[src/rtl/halt_src_pkg.sv]
package halt_src_pkg;
    localparam int EXC_W   = 2;
    localparam int CAUSE_W = 2;

    typedef enum logic [EXC_W-1:0] {
        EXC_NONE = 2'd0,
        EXC_PRIV = 2'd1,
        EXC_ILL  = 2'd2
    } exc_kind_e;

    typedef enum logic [CAUSE_W-1:0] {
        CAUSE_FOF    = 2'd0,
        CAUSE_HALTOP = 2'd1,
        CAUSE_PEND   = 2'd2,
        CAUSE_STOPBG = 2'd3
    } cause_e;

    typedef struct packed {
        logic      rst_req;
        logic      imm_halt;
        cause_e    imm_cause;
        exc_kind_e exc;
        logic      pend_set;
        logic      cmd_err;
    } src_req_t;

    typedef struct packed {
        logic      halted;
        logic      enter;
        logic      pend;
        cause_e    cause;
        exc_kind_e exc;
        logic      reset_req;
        logic      cmd_err;
    } arb_state_t;
endpackage

[src/rtl/halt_src_decode.sv]
module halt_src_decode
    import halt_src_pkg::*;
(
    input  logic     halted_q,
    input  logic     fault_in_exc,
    input  logic     bkpt_trig,
    input  logic     halt_op,
    input  logic     bgnd_cmd,
    input  logic     sup_mode,
    input  logic     dbg_en,
    input  logic     flash_secure,
    input  logic     cpu_stopped,
    input  logic     user_halt_en,
    input  logic     rst_dis_priv,
    input  logic     rst_dis_illegal,
    output src_req_t req
);
    logic live;
    logic fof, hop, bk, bg_ok;
    logic halt_ok, priv_flt, ill_flt, stop_bg;

    always_comb begin
        // instruction-side sources only matter while the core executes
        live     = !halted_q;
        fof      = live && fault_in_exc;
        hop      = live && halt_op;
        bk       = live && bkpt_trig;
        bg_ok    = bgnd_cmd && dbg_en && !flash_secure;
        halt_ok  = hop && dbg_en && (sup_mode || user_halt_en);
        priv_flt = hop && dbg_en && !sup_mode && !user_halt_en;
        ill_flt  = hop && !dbg_en;
        stop_bg  = live && bg_ok && cpu_stopped;

        req.rst_req  = (fof && !dbg_en)
                     || (priv_flt && !rst_dis_priv)
                     || (ill_flt && !rst_dis_illegal);
        req.imm_halt = (fof && dbg_en) || halt_ok || stop_bg;

        if (fof && dbg_en)      req.imm_cause = CAUSE_FOF;
        else if (halt_ok)       req.imm_cause = CAUSE_HALTOP;
        else                    req.imm_cause = CAUSE_STOPBG;

        if (priv_flt && rst_dis_priv)        req.exc = EXC_PRIV;
        else if (ill_flt && rst_dis_illegal) req.exc = EXC_ILL;
        else                                 req.exc = EXC_NONE;

        req.pend_set = bk || (live && bg_ok && !cpu_stopped);
        req.cmd_err  = bgnd_cmd && (!dbg_en || flash_secure);
    end
endmodule

[src/rtl/halt_src_core.sv]
module halt_src_core
    import halt_src_pkg::*;
(
    input  logic       clk,
    input  logic       rst_n,
    input  src_req_t   req,
    input  logic       go_cmd,
    input  logic       insn_bound,
    output arb_state_t st_q
);
    arb_state_t st_d;
    logic       take_pend;

    always_comb begin
        st_d         = st_q;
        st_d.enter   = 1'b0;
        st_d.exc     = EXC_NONE;
        st_d.reset_req = req.rst_req;
        st_d.cmd_err = req.cmd_err;

        // lowest priority: a recorded halt taken at a boundary
        take_pend = st_q.pend && insn_bound && (req.exc == EXC_NONE);

        if (!req.rst_req) begin
            if (req.imm_halt) begin
                st_d.enter = !st_q.halted;
                st_d.cause = req.imm_cause;
            end else if (req.exc != EXC_NONE) begin
                st_d.exc = req.exc;
            end else if (take_pend && !st_q.halted) begin
                st_d.enter = 1'b1;
                st_d.cause = CAUSE_PEND;
            end
        end

        st_d.pend   = (st_q.pend || req.pend_set) && !st_d.enter;
        st_d.halted = st_d.enter || (st_q.halted && !go_cmd);
    end

    always_ff @(posedge clk) begin
        if (!rst_n) st_q <= '0;
        else        st_q <= st_d;
    end
endmodule

[src/rtl/halt_src_arb.sv]
module halt_src_arb
    import halt_src_pkg::*;
(
    input  logic       clk,
    input  logic       rst_n,
    input  logic       fault_in_exc,
    input  logic       bkpt_trig,
    input  logic       halt_op,
    input  logic       bgnd_cmd,
    input  logic       go_cmd,
    input  logic       insn_bound,
    input  logic       sup_mode,
    input  logic       dbg_en,
    input  logic       flash_secure,
    input  logic       cpu_stopped,
    input  logic       user_halt_en,
    input  logic       rst_dis_priv,
    input  logic       rst_dis_illegal,
    output logic       halted,
    output logic       halt_enter,
    output logic [1:0] halt_cause,
    output logic       pend_halt,
    output logic [1:0] exc_kind,
    output logic       reset_req,
    output logic       cmd_err
);
    src_req_t   req;
    arb_state_t st_q;

    halt_src_decode i_decode (
        .halted_q        (st_q.halted),
        .fault_in_exc    (fault_in_exc),
        .bkpt_trig       (bkpt_trig),
        .halt_op         (halt_op),
        .bgnd_cmd        (bgnd_cmd),
        .sup_mode        (sup_mode),
        .dbg_en          (dbg_en),
        .flash_secure    (flash_secure),
        .cpu_stopped     (cpu_stopped),
        .user_halt_en    (user_halt_en),
        .rst_dis_priv    (rst_dis_priv),
        .rst_dis_illegal (rst_dis_illegal),
        .req             (req)
    );

    halt_src_core i_core (
        .clk        (clk),
        .rst_n      (rst_n),
        .req        (req),
        .go_cmd     (go_cmd),
        .insn_bound (insn_bound),
        .st_q       (st_q)
    );

    assign halted     = st_q.halted;
    assign halt_enter = st_q.enter;
    assign halt_cause = st_q.cause;
    assign pend_halt  = st_q.pend;
    assign exc_kind   = st_q.exc;
    assign reset_req  = st_q.reset_req;
    assign cmd_err    = st_q.cmd_err;
endmodule

[config.mk]
export PLATFORM = sky130hd
export DESIGN_NAME = halt_src_arb
export DESIGN_NICKNAME = d
export VERILOG_FILES = /design/src/rtl/halt_src_pkg.sv /design/src/rtl/halt_src_decode.sv /design/src/rtl/halt_src_core.sv /design/src/rtl/halt_src_arb.sv
export SDC_FILE = /design/constraint.sdc
export NUM_CORES = 1
export LEC_CHECK = 0
export BUFFER_PORTS_ARGS = -buffer_cell sky130_fd_sc_hd__buf_4
export CORE_AREA = 2 2 39 41
export DETAILED_ROUTE_END_ITERATION = 12
export DIE_AREA = 0 0 41 43
export PLACE_DENSITY = 0.64
export REMOVE_ABC_BUFFERS = 1
export SLEW_MARGIN = 0
export SYNTH_ARGS = -nofsm -noshare
export SYNTH_HDL_FRONTEND = slang
export SYNTH_SLANG_ARGS = --single-unit
[constraint.sdc]
create_clock -name clk -period 1.5 [get_ports clk]
set_input_delay 0.15 -clock clk [delete_from_list [all_inputs] [get_ports clk]]
set_output_delay 0.15 -clock clk [all_outputs]
set_load 0.01 [all_outputs]
# Word-level counts from Yosys, hierarchy flattened
# Cells that the tools add are included.
dict set report classes {
  n_addsub 0
  mul 0
  div 0
  magnitude_cmp 0
  eq_ne 1
  shift 0
  muxes 11
  n_bitwise 3
  reduce_logical 49
}
# cell count
set op_table {}
lappend op_table {{$logic_and A1 B1 Y1} 25}
lappend op_table {{$mux W2} 7}
lappend op_table {{$logic_not A1 Y1} 10}
lappend op_table {{$logic_or A1 B1 Y1} 9}
lappend op_table {{$mux W1} 4}
lappend op_table {{$reduce_bool A2 Y1} 2}
lappend op_table {{$reduce_or A4 Y1} 1}
lappend op_table {{$not A1 Y1} 3}
lappend op_table {{$reduce_and A3 Y1} 1}
lappend op_table {{$logic_not A2 Y1} 1}
lappend op_table {{$ne A2 B1 Y1 const B} 1}
dict set report totals {
  ff_bits 9
  latch_bits 0
  ram_bits 0
  rom_bits 0
  output_inout_bits 9
  wordCells 71
  memories 0
}

# Logic depth before layout (Yosys ltp)
# Gate-level depths: netlist (run 1).
dict set report depth {
  ltp_word 16
  depth_mapped 5
}

# By module
# A second synthesis (run 1) with hierarchy kept.
dict set report hier_totals {
  hier_cells 51
  area_unflattened_um2 436.7
}
# module instances cells_per_inst area_per_inst_um2 seq_area_each_um2
set modules_own_cells {}
lappend modules_own_cells {halt_src_core 1 30 314.1 180.2}
lappend modules_own_cells {halt_src_decode 1 21 122.6 0.0}

# Least setup slack after synthesis (run 1)
# No wires, ideal clock.
dict set report synth_timing {
  kind {register to register}
  start {reg i_core.st_q[8] (netlist name)}
  end {reg i_core.st_q[5] (netlist name)}
  arrival_time_ps 1223
  required_time_ps 1381
  slack_ps 158
  stages_incl_launch_ff 6
  path_buffers 0
  synth_period_minus_slack_ps 1342
  cell_sequence {dfxtp_1 > nor2b_2 > nand4_2 > a22oi_2 > nor2_2 > o221a_1}
}
dict set report synth_between {
  elab_chain_len 12
}
# item line_no
set synth_lines {}
lappend synth_lines {{$logic_not A1 Y1 (*)} {halt_src_decode.sv:24, halt_src_core.sv:30}}
lappend synth_lines {{$logic_and A1 B1 Y1} halt_src_decode.sv:26} ;# hop = live && halt_op;
lappend synth_lines {{$logic_and A1 B1 Y1} {halt_src_decode.sv:29, halt_src_decode.sv:30}}
lappend synth_lines {{$logic_and A1 B1 Y1 (2 in series)} halt_src_decode.sv:30} ;# priv_flt = hop && dbg_en && !sup_mode && !user_halt_en;
lappend synth_lines {{$logic_and A1 B1 Y1} halt_src_decode.sv:43} ;# if (priv_flt && rst_dis_priv) req.exc = EXC_PRIV;
lappend synth_lines {{$mux W2} halt_src_decode.sv:43}
lappend synth_lines {{$logic_not A2 Y1} halt_src_core.sv:22} ;# take_pend = st_q.pend && insn_bound && (req.exc == EXC_NONE);
lappend synth_lines {{$logic_and A1 B1 Y1} halt_src_core.sv:22}
lappend synth_lines {{$logic_and A1 B1 Y1} halt_src_core.sv:30} ;# end else if (take_pend && !st_q.halted) begin
lappend synth_lines {{$reduce_bool A2 Y1 (no line)} --}
lappend synth_lines {{$reduce_and A3 Y1 (no line)} --}
# Mark *: on every way between the ends. The rest lies on a longest branch, timed or not.
# A chain may end at the register's enable or synchronous reset.

# Worst setup path after layout (run 1)
dict set report layout_timing {
  start {reg i_core.st_q[8] (netlist name)}
  end {reg i_core.st_q[5] (netlist name)}
}
dict set report layout_between {
  elab_chain_len 12
}
# item line_no
set layout_lines {}
lappend layout_lines {{$logic_not A1 Y1 (*)} {halt_src_decode.sv:24, halt_src_core.sv:30}}
lappend layout_lines {{$logic_and A1 B1 Y1} halt_src_decode.sv:26}
lappend layout_lines {{$logic_and A1 B1 Y1} {halt_src_decode.sv:29, halt_src_decode.sv:30}}
lappend layout_lines {{$logic_and A1 B1 Y1 (2 in series)} halt_src_decode.sv:30}
lappend layout_lines {{$logic_and A1 B1 Y1} halt_src_decode.sv:43}
lappend layout_lines {{$mux W2} halt_src_decode.sv:43}
lappend layout_lines {{$logic_not A2 Y1} halt_src_core.sv:22}
lappend layout_lines {{$logic_and A1 B1 Y1} halt_src_core.sv:22}
lappend layout_lines {{$logic_and A1 B1 Y1} halt_src_core.sv:30}
lappend layout_lines {{$reduce_bool A2 Y1 (no line)} --}
lappend layout_lines {{$reduce_and A3 Y1 (no line)} --}
# Marked as above.

==> results of run 1 <==
[placed cells by master (no fill, tap or decap), types with 2 or more instances in the layout]
cell type	synthesis	final
o21ai_0	2	2
nand2_1	4	4
inv_1	4	4
nand3_1	2	2
o21a_1	3	3
o21ai_1	3	3
buf_4	0	24
a21oi_1	4	4
nor2_1	6	6
dfxtp_1	9	9
clkbuf_4	0	3
[cell usage after synthesis]
| master | count |
|---|---|
| dfxtp_1 | 9 |
| nor2_1 | 6 |
| a21oi_1 | 4 |
| inv_1 | 4 |
| nand2_1 | 4 |
| o21a_1 | 3 |
| o21ai_1 | 3 |
| nand3_1 | 2 |
| o21ai_0 | 2 |
| a22oi_2 | 1 |
| a31oi_1 | 1 |
| a41oi_1 | 1 |
| and2b_1 | 1 |
| and3b_1 | 1 |
| and3b_2 | 1 |
| inv_12 | 1 |
| nand3b_1 | 1 |
| nand4_2 | 1 |
| nor2_2 | 1 |
| nor2b_1 | 1 |
| nor2b_2 | 1 |
| nor3_2 | 1 |
| nor4_1 | 1 |
| o211ai_1 | 1 |
| o221a_1 | 1 |
| o31a_1 | 1 |
[per-stage QoR]
stage,util [%],hold slack (ns)
3_5_place_dp,48.1,0.374
6_report,50.0,0.0932
3_3_place_gp,48.1,0.371
5_1_grt,50.0,0.0949
2_1_floorplan,-,0.237
4_1_cts,50.0,0.0921
[final timing paths]
path                    end  slack (ns)  cells after the start
max reg2reg  i_core.st_q[5]        0.17                      5
min reg2reg  i_core.st_q[4]        0.50                      2
max          i_core.st_q[5]        0.17                      5
min          i_core.st_q[0]        0.09                      2
[where the power goes]
part / total [mW] / switching [mW] / internal, mW
clock network: 0.190 / 0.0869 / 0.103
registers: 0.266 / 0.00883 / 0.257
logic: 0.156 / 0.0743 / 0.0816
total: 0.611 / 0.170 / 0.441
[worst max-delay path, stage by stage (launching register included)]
cell,delay [ns]
dfxtp_1,0.32
nor2b_2,0.18
nand4_2,0.18
a22oi_2,0.25
nor2_2,0.07
o221a_1,0.23
[kinds of logic after synthesis]
family	Yosys count	synth area share, %
flops	9	38.7
buf+inv	5	6.72
compound gates	18	26.3
simple gates	22	28.2
[final cells by class]
type                            count  area [µm²]  area share, %
Multi-Input combinational cell     40         254           36.7
Tap cell                           16        20.0           2.89
Sequential cell                     9         180           26.0
Clock buffer                        4        26.3           3.80
Timing Repair Buffer               24         180           26.0
Inverter                            5        31.3           4.52
[layer usage]
metal / wire [µm] / track usage, % / part of all wire [%] / vias to the layer above
met5: 0 / 0 / 0 / -
met4: 26 / 8.00 / 2.4 / 0
met3: 77 / 7.85 / 7.1 / 5
met2: 559 / 24.7 / 52 / 16
met1: 418 / 15.9 / 39 / 220
li1: - / - / - / 252
==> run_results.csv, run 1 <==
group,metric,value,unit
worst_hold_path,min_from,"dbg_en",
power_and_ir_drop,powerDensity,883,mW/mm²
placement,place_worst_setup_slack,0.0848,ns
route,wl_per_cell,11.0,µm
placement,dpl.hpwl,877,µm
global_routing,track_usage,15.6,%
floorplan,coreArea,0.00138,mm²
setup_path,r2r-start,"i_core.st_q[8]",
clock_network,cts.htree.levels,1,
synth,syn_area_per_cell,8.62,µm²
route,dr.pass1.iters,4,
power_and_ir_drop,p_leak,0.335,nW
setup_path,critical_path.max_fanout,4,
job,drv_cap,0,
floorplan,num_io_pins,24,
sta,fin_crit_sh,88.7,%
global_routing,grt_pass1_vias,464,
clock_network,cts_tree,"done",
sta,rsz0062_at_grt,"no",
final_layout,num-fill-cells,143,
synth,netlist_area,465,µm²
final_layout,n_antenna_cell,0,
route,drc,0,
setup_path,crit_path_start,"i_core.st_q[8]",
sta,fin_ws,0.170,ns
synth,synthCells,54,
floorplan,start_util,33.6,%
final_layout,nets,98,
run_status,status,"finished clean",
setup_path,worstSetupStartpointType,"flip-flop",
synth,ys.warnings.count,0,
clock_network,cts_made_buffers,3,
setup_path,critPathKind,"flip-flop to flip-flop",
route,drtIter0Drc,8,
setup_path,critical_path_required,1.66,ns
global_routing,antenna_found_initial,0,
clock_network,cts_sinks,9,
setup_path,critPathCaptureType,"flip-flop",
setup_path,arrival,1.49,ns
final_layout,reg_top3,"i_core.st_q x9",
route,ant_nets,0,
clock_network,clockBufferDepth,2,
global_routing,grt_max_degree,8,
sta,clock_skew,0.000988,ns
clock_network,cts_resized,0,
final_layout,layout-drive-gt1-share,41.5,%
route,via_count,493,
route,wl,1.08,mm
floorplan,std_cell_rows,14,
clock_network,postCtsSetupRepairBufs,0,
sta,clock.fmax,752,MHz
final_layout,fin_area,692,µm²
final_layout,largest_reg_flops,9,
power_and_ir_drop,peakVddDrop,0.000505,V
synth,yosysTopAreaCellShare,38.7,%
power_and_ir_drop,power,0.611,mW
synth,yosysUniqueCellTypes,26,
synth,ys_ff_latch,9,
sta,drv_slew,0,
clock_network,clkTransAtPathRegs,0.06,ns
sta,final-setup-viol-count,0,
sta,hold_viol_final,0,
sta,worst-slew-pin-transition,0.268,ns
final_layout,finalNonFillerCells,98,
clock_network,hold_buffers,0,
floorplan,fp.dieH,43,µm
sta,relSlewSlack,82.0,%
floorplan,dieArea,0.00176,mm²
placement,port_buffers,23,
sta,fin_crit,1.33,ns
global_routing,grt_pass1_wl,1.82,mm
clock_network,insertion_delay,0.26,ns
final_layout,regMostFlops,"i_core.st_q",
final_layout,syn2layout_area_growth,48.7,%
synth,netlist_top_cells_area,"dfxtp_1 39%, nor2_1 4.8%, o21a_1 4.8%, a21oi_1 4.3%, inv_12 3.5%",
worst_hold_path,hp-class,"input port to flip-flop",
floorplan,dieWidth,41,µm
global_routing,gr-total-overflow,0,
route,vias_per_cell,5.03,
placement,place_inst,94,
synth,yosysTopAreaCell,"dfxtp_1",
placement,routabilityCongestion,0.772,
clock_network,cts_root_buffer,"clkbuf_4",
placement,postPlaceCellArea,666,µm²
synth,ys_seq_area_share,38.7,%
sta,setup-tns-final,0,ns
Note: power is estimated with default switching activity, not from simulation.
==> run 2, diff against run 1 <==
--- a/config.mk
+++ b/config.mk
@@ -9,6 +9,7 @@
 export CORE_AREA = 2 2 39 41
 export DETAILED_ROUTE_END_ITERATION = 12
 export DIE_AREA = 0 0 41 43
+export GPL_TIMING_DRIVEN = 0
 export PLACE_DENSITY = 0.64
 export REMOVE_ABC_BUFFERS = 1
 export SLEW_MARGIN = 0
==> run_results.csv, run 2 (synthesized netlist as in run 1, its figures left out) <==
group,metric,value,unit
sta,worst-slew-pin-transition,0.328,ns
setup_path,critPathKind,"flip-flop to flip-flop",
route,dr.pass1.iters,4,
global_routing,grt_pass1_vias,444,
placement,place_inst,93,
sta,relSlewSlack,78.1,%
final_layout,final_cell_mix,"23 x buf_4, 9 x dfxtp_1, 6 x nor2_1",
route,wl,1.03,mm
route,via_count,488,
clock_network,cts_tree,"done",
power_and_ir_drop,powerDensity,872,mW/mm²
floorplan,coreArea,0.00138,mm²
floorplan,num_io_pins,24,
sta,clock_skew,0.000234,ns
sta,hold_viol_final,0,
sta,fin_crit_sh,95.3,%
sta,clock.fmax,700,MHz
run_status,status,"finished clean",
route,wl_per_cell,10.6,µm
final_layout,layout_commonest_cell,"buf_4",
clock_network,cts_root_buffer,"clkbuf_4",
global_routing,track_usage,14.9,%
worst_hold_path,hp-class,"input port to flip-flop",
floorplan,std_cell_rows,14,
worst_hold_path,hold_end,"i_core.st_q[0]",
worst_hold_path,min_from,"dbg_en",
placement,dpl.hpwl,846,µm
floorplan,dieWidth,41,µm
final_layout,syn2layout_area_growth,48.1,%
sta,final-setup-viol-count,0,
clock_network,insertion_delay,0.26,ns
global_routing,grt_pass1_wl,1.77,mm
job,drv_cap,0,
placement,routabilityCongestion,0.778,
global_routing,grt_max_degree,9,
final_layout,reg_top3,"i_core.st_q x9",
placement,port_buffers,23,
final_layout,largest_reg_flops,9,
setup_path,worstSetupStartpointType,"flip-flop",
clock_network,clockBufferDepth,2,
clock_network,cts.htree.levels,1,
route,drtIter0Drc,15,
global_routing,antenna_found_initial,0,
setup_path,critical_path.max_fanout,8,
floorplan,start_util,33.6,%
route,drc,0,
setup_path,critPathCaptureType,"flip-flop",
floorplan,dieArea,0.00176,mm²
clock_network,postCtsSetupRepairBufs,0,
final_layout,nets,97,
setup_path,critical_path_required,1.65,ns
clock_network,cts_made_buffers,3,
final_layout,finalNonFillerCells,97,
setup_path,reg2reg_depth,5,
final_layout,regMostFlops,"i_core.st_q",
worst_hold_path,hold_depth,2,
sta,drv_slew,0,
power_and_ir_drop,p_leak,0.334,nW
global_routing,gr-total-overflow,0,
route,vias_per_cell,5.03,
setup_path,arrival,1.58,ns
route,ant_nets,0,
power_and_ir_drop,power,0.601,mW
floorplan,fp.dieH,43,µm
clock_network,clkTransAtPathRegs,0.06,ns
setup_path,r2r-start,"i_core.st_q[8]",
final_layout,n_antenna_cell,0,
sta,fin_crit,1.43,ns
placement,postPlaceCellArea,658,µm²
final_layout,layout-drive-gt1-share,40.7,%
clock_network,cts_sinks,9,
clock_network,hold_buffers,0,
setup_path,reg2reg_slack,0.07,ns
final_layout,num-fill-cells,141,
final_layout,fin_area,689,µm²
setup_path,worstReg2RegEnd,"i_core.st_q[5]",
power_and_ir_drop,peakVddDrop,0.000417,V
run 2: power breakdown:
group	internal, mW	total (mW)	switching [mW]
Clock	0.102	0.181	0.0793
Combinational	0.0798	0.149	0.0690
Sequential	0.257	0.271	0.0142
Total	0.439	0.601	0.163
run 2: area by class of cell:
type / instances / area [µm²] / area share [%]
repair buffers: 23 / 173 / 25.0
flip-flops and latches: 9 / 180 / 26.1
well taps: 16 / 20.0 / 2.90
inverters: 5 / 31.3 / 4.54
multi-input cells: 40 / 259 / 37.6
clock buffers: 4 / 26.3 / 3.81
run 2: metrics by stage:
step	util [%]	TNS, ns	worst slack, ns	hold WS, ns
2_1_floorplan	-	0	0.158	0.237
3_3_place_gp	47.6	0	0.0734	0.376
3_5_place_dp	47.6	0	0.0603	0.373
4_1_cts	49.5	0	0.0516	0.0962
5_1_grt	49.8	-0.00694	-0.00694	0.113
6_report	49.8	0	0.0712	0.112
run 2: how the worst max path moves through the flow:
stage | start | end | slack [ns] | depth (start not counted)
after floorplan | i_core.st_q[8] | i_core.st_q[5] | 0.16 | 5
after global placement | i_core.st_q[8] | i_core.st_q[5] | 0.07 | 5
after detailed placement | i_core.st_q[8] | i_core.st_q[5] | 0.06 | 5
after CTS | i_core.st_q[8] | i_core.st_q[5] | 0.05 | 5
after global routing | i_core.st_q[8] | i_core.st_q[5] | -0.007 | 5
final | i_core.st_q[8] | i_core.st_q[5] | 0.07 | 5
run 2: worst max-delay path, stage by stage (launching register included):
cell and delay, ns:
dfxtp_1 0.40, nor2b_4 0.18, nand4_2 0.18, a22oi_2 0.26, nor2_2 0.07, o221a_1 0.23
run 2: per-layer routing:
layer,wire length [µm],vias up,track usage (%)
li1,-,250,-
met3,73,2,7.85
met4,14,0,6.00
met2,537,16,22.5
met1,408,220,16.7
met5,0,-,0
run 2: repair_timing:
action                                 4_1_cts  5_1_grt
setup endpoints to repair                    0        1
endpoints found under the hold margin        0        0
gates resized for setup                      0        1
==> run 3, diff against run 2 <==
--- a/config.mk
+++ b/config.mk
@@ -11,6 +11,7 @@
 export DIE_AREA = 0 0 41 43
 export GPL_TIMING_DRIVEN = 0
 export PLACE_DENSITY = 0.64
+export RECOVER_POWER = 25
 export REMOVE_ABC_BUFFERS = 1
 export SLEW_MARGIN = 0
 export SYNTH_ARGS = -nofsm -noshare
==> run_results.csv, run 3 (synthesized netlist as in run 1, its figures left out) <==
group,metric,value,unit
final_layout,reg_top3,"i_core.st_q x9",
floorplan,dieArea,0.00176,mm²
floorplan,std_cell_rows,14,
job,drv_cap,0,
final_layout,syn2layout_area_growth,44.9,%
run_status,status,"finished clean",
route,vias_per_cell,5.03,
clock_network,cts_resized,0,
setup_path,arrival,1.58,ns
final_layout,layout-drive-gt1-share,35.8,%
final_layout,nets,97,
final_layout,finalNonFillerCells,97,
floorplan,start_util,33.6,%
sta,drv_slew,0,
sta,whs,0.112,ns
power_and_ir_drop,switching_share,27.2,%
power_and_ir_drop,powerDensity,884,mW/mm²
setup_path,critPathKind,"flip-flop to flip-flop",
global_routing,gr-total-overflow,0,
worst_hold_path,hp-class,"input port to flip-flop",
setup_path,reg2reg_slack,0.07,ns
sta,relSlewSlack,77.9,%
placement,routabilityCongestion,0.778,
power_and_ir_drop,peakVddDrop,0.000415,V
sta,fin_crit_sh,95.4,%
sta,fin_crit,1.43,ns
sta,worst-slew-pin-transition,0.331,ns
clock_network,cts_tree,"done",
route,wl,1.04,mm
placement,port_buffers,23,
global_routing,antenna_found_initial,0,
power_and_ir_drop,p_leak,0.318,nW
power_and_ir_drop,power,0.596,mW
power_and_ir_drop,p_switching,0.162,mW
final_layout,final_cell_mix,"19 x buf_4, 9 x dfxtp_1, 6 x nor2_1, 5 x clkbuf_1",
global_routing,grt_pass1_vias,444,
route,drtIter0Drc,10,
clock_network,cts.htree.levels,1,
setup_path,critPathCaptureType,"flip-flop",
clock_network,cts_made_buffers,3,
clock_network,insertion_delay,0.26,ns
route,via_count,488,
route,wl_per_cell,10.7,µm
route,dr.pass1.iters,4,
power_and_ir_drop,clkPwrFrac,30.4,%
route,ant_nets,0,
power_and_ir_drop,p_seq_share,45.4,%
clock_network,clkTransAtPathRegs,0.06,ns
clock_network,clockBufferDepth,2,
worst_hold_path,min_from,"dbg_en",
final_layout,layout_commonest_cell,"buf_4",
setup_path,r2r-start,"i_core.st_q[8]",
sta,hold_viol_final,0,
worst_hold_path,hold_depth,2,
final_layout,regMostFlops,"i_core.st_q",
final_layout,multiInputGateArea,259,µm²
setup_path,reg2reg_depth,5,
clock_network,cts_sinks,9,
placement,dpl.hpwl,846,µm
sta,clock_skew,0.000234,ns
global_routing,grt_max_degree,9,
power_and_ir_drop,pwr-share-comb,24.2,%
setup_path,worstSetupStartpointType,"flip-flop",
final_layout,n_antenna_cell,0,
setup_path,critical_path.max_fanout,8,
sta,clock.fmax,699,MHz
floorplan,num_io_pins,24,
sta,final-setup-viol-count,0,
placement,place_inst,93,
global_routing,grt_pass1_wl,1.77,mm
floorplan,fp.dieH,43,µm
worst_hold_path,hold_end,"i_core.st_q[0]",
clock_network,postCtsSetupRepairBufs,0,
final_layout,regArea,180,µm²
final_layout,largest_reg_flops,9,
route,drc,0,
global_routing,track_usage,14.9,%
clock_network,hold_buffers,0,
setup_path,worstReg2RegEnd,"i_core.st_q[5]",
floorplan,coreArea,0.00138,mm²
setup_path,critical_path_required,1.65,ns
power_and_ir_drop,cell_internal_pwr,0.434,mW
clock_network,cts_root_buffer,"clkbuf_4",
final_layout,num-fill-cells,146,
floorplan,dieWidth,41,µm
## run 3: cell count changes in the layout (fill, tap and decap cells not counted)
cell,before,now
buf_4,23,19
clkbuf_1,1,5
## run 3: routing by layer
layer	track usage, %	vias to the layer above	share of wire [%]
met1	16.7	220	39
met3	7.85	2	7.2
li1	-	250	-
met5	0	-	0
met2	22.5	16	52
met4	6.00	0	1.4
## run 3: cell type report
| type | count | area share [%] |
|---|---|---|
| Multi-Input combinational cell | 40 | 38.4 |
| Sequential cell | 9 | 26.7 |
| Timing Repair Buffer | 23 | 23.4 |
| Inverter | 5 | 4.64 |
| Clock buffer | 4 | 3.90 |
| Tap cell | 16 | 2.97 |
## run 3: power groups by stage
| stage | Combinational, mW | Clock (mW) | Sequential [mW] |
|---|---|---|---|
| final | 0.144 | 0.181 | 0.271 |
| after global routing | 0.161 | 0.198 | 0.274 |
| after CTS | 0.149 | 0.191 | 0.270 |
| after detailed placement | 0.148 | 0 | 0.275 |
| after global placement | 0.147 | 0 | 0.275 |
| after floorplan | 0.0659 | 0 | 0.282 |
## run 3: worst max-delay path by stage
stage / startpoint / endpoint / slack, ns
2_1_floorplan: i_core.st_q[8] / i_core.st_q[5] / 0.16
3_3_place_gp: i_core.st_q[8] / i_core.st_q[5] / 0.07
3_5_place_dp: i_core.st_q[8] / i_core.st_q[5] / 0.06
4_1_cts: i_core.st_q[8] / i_core.st_q[5] / 0.05
5_1_grt: i_core.st_q[8] / i_core.st_q[5] / -0.007
6_report: i_core.st_q[8] / i_core.st_q[5] / 0.07
## run 3: through the flow
| stage | TNS (ns) | instance area, µm² | util (%) | setup slack (ns) |
|---|---|---|---|---|
| floorplan | 0 | 465 | - | 0.158 |
| global placement | 0 | 658 | 47.6 | 0.0734 |
| detailed placement | 0 | 658 | 47.6 | 0.0603 |
| CTS | 0 | 684 | 49.5 | 0.0516 |
| global route | -0.00694 | 674 | 48.7 | -0.00694 |
| finish | 0 | 674 | 48.7 | 0.0686 |
## run 3: critical path: stages, from the launching register on
cell	delay (ns)
dfxtp_1	0.40
nor2b_4	0.18
nand4_2	0.18
a22oi_2	0.26
nor2_2	0.07
o221a_1	0.23
